[config.mk]
export PLATFORM = sky130hd
export DESIGN_NAME = retire_ctl
export DESIGN_NICKNAME = d
export VERILOG_FILES = /design/src/rtl/retire_pkg.sv /design/src/rtl/rc_head_check.sv /design/src/rtl/rc_operand.sv /design/src/rtl/rc_cmd_out.sv /design/src/rtl/retire_ctl.sv
export SDC_FILE = /design/constraint.sdc
export NUM_CORES = 1
export LEC_CHECK = 0
export BUFFER_PORTS_ARGS = -buffer_cell sky130_fd_sc_hd__buf_4
export CORE_AREA = 2 2 158 160
export CTS_CLUSTER_DIAMETER = 200
export DETAILED_ROUTE_END_ITERATION = 10
export DIE_AREA = 0 0 160 162
export PLACE_DENSITY_LB_ADDON = 0.2
export SYNTH_ARGS = -nofsm -noshare
export SYNTH_HDL_FRONTEND = slang
export SYNTH_SLANG_ARGS = --single-unit
[constraint.sdc]
create_clock -name clk -period 7.9 [get_ports clk]
set_input_delay 1.58 -clock clk [delete_from_list [all_inputs] [get_ports clk]]
set_output_delay 1.58 -clock clk [all_outputs]
set_load 0.005 [all_outputs]
[src/rtl/retire_pkg.sv]
package retire_pkg;
  typedef enum logic [1:0] {
    SRC_NONE  = 2'd0,
    SRC_UNDO0 = 2'd1,
    SRC_UNDO1 = 2'd2,
    SRC_STORE = 2'd3
  } cmd_src_e;
endpackage

[src/rtl/rc_head_check.sv]
module rc_head_check #(
  parameter int GEN_W = 4,
  parameter int SEQ_W = 16
) (
  input  logic             valid,
  input  logic [GEN_W-1:0] gen,
  input  logic [SEQ_W-1:0] seq,
  input  logic [GEN_W-1:0] loc_gen,
  input  logic [GEN_W-1:0] glob_gen,
  input  logic [SEQ_W-1:0] cnt,
  output logic             stale,
  output logic             elig
);
  always_comb begin
    stale = valid && (gen != loc_gen) && (gen != glob_gen);
    elig  = valid && !stale && (seq == cnt);
  end
endmodule

[src/rtl/rc_operand.sv]
module rc_operand #(
  parameter int ADDR_W = 15,
  parameter int DATA_W = 12,
  parameter int OFF_W  = 3,
  localparam int LINE_W = ADDR_W - OFF_W,
  localparam int WORDS  = 1 << OFF_W
) (
  input  logic [ADDR_W-1:0]       fin,
  input  logic [LINE_W-1:0]       resp_line,
  input  logic [WORDS*DATA_W-1:0] resp_data,
  output logic                    hit,
  output logic [DATA_W-1:0]       word
);
  logic [DATA_W-1:0] w [WORDS];
  for (genvar k = 0; k < WORDS; k++) begin : g_word
    assign w[k] = resp_data[k*DATA_W +: DATA_W];
  end
  assign hit  = (resp_line == fin[ADDR_W-1:OFF_W]);
  assign word = w[fin[OFF_W-1:0]];
endmodule

[src/rtl/rc_cmd_out.sv]
module rc_cmd_out #(
  parameter int ADDR_W = 15,
  parameter int DATA_W = 12
) (
  input  logic              clk,
  input  logic              rst,
  input  logic              wr_en,
  input  logic [ADDR_W-1:0] wr_addr,
  input  logic [DATA_W-1:0] wr_data,
  output logic              cmd_valid,
  output logic [ADDR_W-1:0] cmd_addr,
  output logic [DATA_W-1:0] cmd_data
);
  always_ff @(posedge clk) begin
    if (rst) begin
      cmd_valid <= 1'b0;
      cmd_addr  <= '0;
      cmd_data  <= '0;
    end else begin
      cmd_valid <= wr_en;
      if (wr_en) begin
        cmd_addr <= wr_addr;
        cmd_data <= wr_data;
      end
    end
  end
endmodule

[src/rtl/retire_ctl.sv]
module retire_ctl
  import retire_pkg::*;
#(
  parameter int ADDR_W = 15,
  parameter int DATA_W = 12,
  parameter int GEN_W  = 4,
  parameter int SEQ_W  = 16,
  parameter int OFF_W  = 3,
  parameter logic [ADDR_W-1:0] RESET_PC = 'h80,
  localparam int LINE_W = ADDR_W - OFF_W,
  localparam int WORDS  = 1 << OFF_W
) (
  input  logic                    clk,
  input  logic                    rst,
  input  logic                    halted,
  input  logic                    cmd_ready,
  input  logic [GEN_W-1:0]        glob_gen,
  input  logic                    dq_valid,
  input  logic [GEN_W-1:0]        dq_gen,
  input  logic [SEQ_W-1:0]        dq_seq,
  input  logic [ADDR_W-1:0]       dq_pc,
  input  logic [ADDR_W-1:0]       dq_seq_pc,
  input  logic                    dq_load,
  input  logic                    dq_store,
  input  logic                    dq_autoinc,
  input  logic [ADDR_W-1:0]       dq_fin,
  input  logic [ADDR_W-1:0]       dq_ptr,
  output logic                    dq_pop,
  input  logic                    iq_valid,
  input  logic [GEN_W-1:0]        iq_gen,
  input  logic [SEQ_W-1:0]        iq_seq,
  input  logic [ADDR_W-1:0]       iq_pc,
  input  logic [ADDR_W-1:0]       iq_seq_pc,
  input  logic                    iq_load,
  input  logic                    iq_store,
  input  logic                    iq_autoinc,
  input  logic [ADDR_W-1:0]       iq_fin,
  input  logic [ADDR_W-1:0]       iq_ptr,
  output logic                    iq_pop,
  input  logic                    resp_valid,
  input  logic [LINE_W-1:0]       resp_line,
  input  logic [WORDS*DATA_W-1:0] resp_data,
  output logic                    resp_pop,
  output logic                    ex_valid,
  output logic [ADDR_W-1:0]       ex_pc,
  output logic [DATA_W-1:0]       ex_operand,
  input  logic [ADDR_W-1:0]       ex_next_pc,
  input  logic                    ex_ctl_wr,
  input  logic [DATA_W-1:0]       ex_store_data,
  input  logic                    ext_irq,
  input  logic                    ext_ctl_chg,
  output logic                    cmd_valid,
  output logic [ADDR_W-1:0]       cmd_addr,
  output logic [DATA_W-1:0]       cmd_data,
  output logic                    redir_valid,
  output logic [ADDR_W-1:0]       redir_pc,
  output logic                    redir_irq,
  output logic [SEQ_W-1:0]        retire_cnt
);
  localparam int NQ = 2;

  logic [SEQ_W-1:0]  cnt_q;
  logic [GEN_W-1:0]  lgen_q;
  logic [ADDR_W-1:0] pc_q;

  logic              h_valid [NQ];
  logic [GEN_W-1:0]  h_gen   [NQ];
  logic [SEQ_W-1:0]  h_seq   [NQ];
  logic [ADDR_W-1:0] h_pc    [NQ];
  logic [ADDR_W-1:0] h_spc   [NQ];
  logic              h_load  [NQ];
  logic              h_store [NQ];
  logic              h_auto  [NQ];
  logic [ADDR_W-1:0] h_fin   [NQ];
  logic [ADDR_W-1:0] h_ptr   [NQ];
  logic [NQ-1:0]     stale, elig;

  assign h_valid = '{dq_valid, iq_valid};
  assign h_gen   = '{dq_gen, iq_gen};
  assign h_seq   = '{dq_seq, iq_seq};
  assign h_pc    = '{dq_pc, iq_pc};
  assign h_spc   = '{dq_seq_pc, iq_seq_pc};
  assign h_load  = '{dq_load, iq_load};
  assign h_store = '{dq_store, iq_store};
  assign h_auto  = '{dq_autoinc, iq_autoinc};
  assign h_fin   = '{dq_fin, iq_fin};
  assign h_ptr   = '{dq_ptr, iq_ptr};

  for (genvar q = 0; q < NQ; q++) begin : g_head
    rc_head_check #(.GEN_W(GEN_W), .SEQ_W(SEQ_W)) u_chk (
      .valid(h_valid[q]), .gen(h_gen[q]), .seq(h_seq[q]),
      .loc_gen(lgen_q), .glob_gen(glob_gen), .cnt(cnt_q),
      .stale(stale[q]), .elig(elig[q])
    );
  end

  logic              sel;
  logic              work, want, retire, drop_d, drop_i;
  logic              opnd_hit;
  logic [DATA_W-1:0] opnd_word;
  logic              ext_ev, restart, adopt;
  logic [ADDR_W-1:0] new_pc;
  cmd_src_e          src;
  logic              wr_en;
  logic [ADDR_W-1:0] wr_addr;
  logic [DATA_W-1:0] wr_data;

  assign sel = !elig[0];

  rc_operand #(.ADDR_W(ADDR_W), .DATA_W(DATA_W), .OFF_W(OFF_W)) u_opnd (
    .fin(h_fin[sel]), .resp_line(resp_line), .resp_data(resp_data),
    .hit(opnd_hit), .word(opnd_word)
  );

  always_comb begin
    work     = cmd_ready && !halted;
    drop_d   = work && stale[0];
    drop_i   = work && !stale[0] && stale[1];
    want     = work && !(|stale) && (|elig);
    retire   = want && (!h_load[sel] || (resp_valid && opnd_hit));
    resp_pop = want && h_load[sel] && resp_valid;
    dq_pop   = drop_d || (retire && !sel);
    iq_pop   = drop_i || (retire && sel);
    ex_valid   = retire;
    ex_pc      = h_pc[sel];
    ex_operand = h_load[sel] ? opnd_word : '0;
    ext_ev   = (retire || halted) && (ext_irq || ext_ctl_chg);
    restart  = (retire && ((ex_next_pc != h_spc[sel]) || ex_ctl_wr)) || ext_ev;
    new_pc   = retire ? ex_next_pc : pc_q;
    adopt    = retire && (h_gen[sel] != lgen_q);
    if (drop_d && h_auto[0])           src = SRC_UNDO0;
    else if (drop_i && h_auto[1])      src = SRC_UNDO1;
    else if (retire && h_store[sel])   src = SRC_STORE;
    else                               src = SRC_NONE;
    wr_en = (src != SRC_NONE);
    case (src)
      SRC_UNDO0: begin
        wr_addr = h_ptr[0];
        wr_data = h_fin[0][DATA_W-1:0] - DATA_W'(1);
      end
      SRC_UNDO1: begin
        wr_addr = h_ptr[1];
        wr_data = h_fin[1][DATA_W-1:0] - DATA_W'(1);
      end
      SRC_STORE: begin
        wr_addr = h_fin[sel];
        wr_data = ex_store_data;
      end
      default: begin
        wr_addr = '0;
        wr_data = '0;
      end
    endcase
  end

  rc_cmd_out #(.ADDR_W(ADDR_W), .DATA_W(DATA_W)) u_cmd (
    .clk(clk), .rst(rst), .wr_en(wr_en), .wr_addr(wr_addr), .wr_data(wr_data),
    .cmd_valid(cmd_valid), .cmd_addr(cmd_addr), .cmd_data(cmd_data)
  );

  always_ff @(posedge clk) begin
    if (rst) begin
      cnt_q       <= '0;
      lgen_q      <= '0;
      pc_q        <= RESET_PC;
      redir_valid <= 1'b0;
      redir_pc    <= RESET_PC;
      redir_irq   <= 1'b0;
    end else begin
      if (retire) begin
        cnt_q <= cnt_q + SEQ_W'(1);
        pc_q  <= new_pc;
      end
      if (restart)    lgen_q <= glob_gen + GEN_W'(1);
      else if (adopt) lgen_q <= glob_gen;
      redir_valid <= restart;
      redir_irq   <= ext_ev && ext_irq;
      if (restart) redir_pc <= new_pc;
    end
  end

  assign retire_cnt = cnt_q;

  // halt freezes retirement
  a_r1_halt_hold: assert property (@(posedge clk) disable iff (rst)
    halted |=> $stable(retire_cnt));
  // only the head matching the count retires
  a_r2_seq_match: assert property (@(posedge clk) disable iff (rst)
    ex_valid |-> ((iq_pop ? iq_seq : dq_seq) == retire_cnt));
  // never two heads consumed at once
  a_r3_one_pop: assert property (@(posedge clk) disable iff (rst)
    $onehot0({dq_pop, iq_pop}));
  // control register write forces restart
  a_r7_ctl_redirect: assert property (@(posedge clk) disable iff (rst)
    (ex_valid && ex_ctl_wr) |=> redir_valid);
  // one step per retirement
  a_r9_count_step: assert property (@(posedge clk) disable iff (rst)
    ex_valid |=> (retire_cnt == $past(retire_cnt) + SEQ_W'(1)));
  // blocked command port means no command next cycle
  a_r10_ready_gate: assert property (@(posedge clk) disable iff (rst)
    !cmd_ready |=> !cmd_valid);
endmodule

==> summary.txt <==
warning count from the yosys run: 0
Critical Path AT: 4.91 ns
core area: 24,100 um2
Hold WC Path Type: flip-flop to flip-flop
HP Start: pc_q[7]$_SDFFE_PP1N_
Area Growth Syn to Fin: 50.9%
Fillers: 2,512
via/cell ratio: 5.20
CTS root buf: clkbuf_16
Avg Cell Area, Syn: 7.27 um2
register area: 1600 um2
syn_nets: 1,281
Synth top area share: 22.9%
Post-synth EDFFs: 0
clock sinks: 80
outcome: complete, no violations
Slew Limit Fails: 0
number of global-route vias before repair: 8,006
largest family of logic cells by synthesized area: simple AND/OR/NAND/NOR gates
Worst R2R Start: retire_cnt[8]$_SDFFE_PP0N_
critical path class: primary input to primary output
synthesized-area fraction occupied by ao, oa, aoi and oai cells: 23.7%
Startpoint Class: primary input
WHS Path Cells: 2
worst-margin pin slew: 1.19 ns
fmax: 154 MHz
H-tree depth: 3
post-synthesis mux area share: 5.43%
initial antenna violation count: 0
CTS Buffer Depth: 2
register area share after synthesis: 22.9%
Setup TNS: 0 ns
DRC errors left: 0
gr ovfl total: 0
DRT iter0 DRCs: 575
initial core utilization: 29.1%
Gates resized, CTS repair: 0
Req. time, crit path: 6.32 ns
die width: 160 um
Async SR Flop Fraction: 0%
R2R depth: 10
HPWL after detailed placement: 25.4 mm
fin util: 43.8%
area of the multi-input gates: 5070 um2
xor and xnor area share after synthesis: 11.6%
post-synthesis adder-cell area fraction: 0.536%
All-Layer GR Usage: 23.9%
simple-gate share of the synthesized area: 30.4%
Synth Flop Type: dfxtp_1
Max VDD drop: 75.3 uV
CP Capture Type: primary output
post-route ant nets: 0
Setup Skew: 0.0102 ns
Die ar.: 25,900 um2
Yosys reg bits: 80
Pre-antenna DRT Iters: 7
layout cell share with drive strength beyond 1: 34.5%
RSZ-0062 raised after global routing: false
wire per inst: 19.8 um
hold slack: 0.483 ns
final non-filler cell area: 10,600 um2
Worst-Skew Late Latency: 0.35 ns
Cells after Synth: 963
post-synth top area cell: dfxtp_1
final hold vios: 0
Leakage Power: 5.03 nW
setup bufs post-CTS: 0
placed instance area: 10,200 um2
Power Density: 122 nW/um2
# nets final: 1,636
largest net degree at the start of global routing: 75
Period Utilization, post-route: 82.2%
CTS Hold Bufs: 0
slew margin rel.: 20.3%
Worst Setup SP: dq_gen[3]
Distinct cells, synth: 70
Cell Rows: 57
Die Ht: 162 um
CTS tree: built
CTS Buf Count: 9
Post-synth top cells: 214 x nand2_1, 80 x dfxtp_1, 70 x a21oi_1
final setup violation count: 0
Final min period: 6.49 ns
Syn Std Cell Area: 7010 um2
max cap viols: 0
Routed WL: 32.6 mm
I/O Pins: 407
Reg clk slew, reported paths: 0.07 ns
port buffer count: 406
crit path max fanout: 29
GPL Wtd Cong: 0.964
vias: 8,566
synth top area cells: dfxtp_1 23%, nand2_1 11%, xnor2_1 6.5%
most frequent cell after synthesis: nand2_1
first-pass GRT wire length: 48.1 mm
==> cells in the final DEF, fill, tap and decap left out, types with 16 or more instances in the layout <==
cell,n
a211oi_1,16
a21oi_1,70
buf_4,415
dfxtp_1,80
mux2i_1,29
nand2_1,214
nand2b_1,18
nand3_1,49
nand4_1,23
nor2_1,40
o211a_1,21
o211ai_1,26
or3_1,26
xnor2_1,52
xor2_1,41
==> through the flow <==
| stage | power, mW | worst slack, ns | std cells |
|---|---|---|---|
| detailed placement | 0.808 | 1.51 | 1631 |
| global placement | 0.806 | 1.58 | 1631 |
| global route | 1.34 | 1.23 | 1647 |
| CTS | 1.30 | 1.50 | 1647 |
| floorplan | 0.586 | 2.10 | 963 |
| finish | 1.29 | 1.41 | 1648 |
==> path summary, 6_finish.rpt <==
| kind | endpoint | slack [ns] |
|---|---|---|
| max | ex_operand[6] | 1.41 |
| min | pc_q[7]$_SDFFE_PP1N_ | 0.48 |
| max reg2reg | u_cmd.cmd_data[2]$_SDFFE_PP0P_ | 3.52 |
| min reg2reg | pc_q[7]$_SDFFE_PP1N_ | 0.48 |
==> cell type report <==
cell class | count | area share (%)
Multi-Input combinational cell | 800 | 47.9
Timing Repair Buffer | 415 | 29.5
Sequential cell | 80 | 15.2
Tap cell | 324 | 3.84
Clock buffer | 9 | 2.13
Clock inverter | 7 | 1.03
Inverter | 12 | 0.426
Antenna cell | 1 | 0.0237
==> per-layer routing <==
layer	wire, um	GRT usage (%)
met1	14900	32.8
met2	15100	38.7
met3	2100	4.90
met4	458	5.57
met5	0	0
==> where the power goes <==
part	leakage (nW)	switching, mW	internal (mW)	total [mW]
Clock	0.164	0.201	0.285	0.485
Sequential	0.651	0.00904	0.418	0.427
Combinational	4.22	0.174	0.199	0.374
==> critical path: stages <==
cell and delay [ns]:
buf_4 0.12, xor2_1 0.14, nor4_2 0.60, o211a_4 0.30, nand2b_1 0.32, mux2i_4 0.82
buf_4 0.39, nand2_1 0.08, nand3_1 0.08, o211ai_1 0.11, a21oi_1 0.20, buf_4 0.13
==> cells by family after synthesis <==
kind of cell	after synthesis
mux	37
buf+inv	83
simple gates	444
flops	80
compound gates	223
fa+ha+maj	3
xor+xnor	93
==> flip-flops by register name (all words and copies together) (netlist names) <==
signal,flops
lgen_q,4
pc_q,15
redir_irq,1
redir_pc,15
redir_valid,1
retire_cnt,16
u_cmd.cmd_addr,15
u_cmd.cmd_data,12
u_cmd.cmd_valid,1
Power figures use the tool's default switching activity.
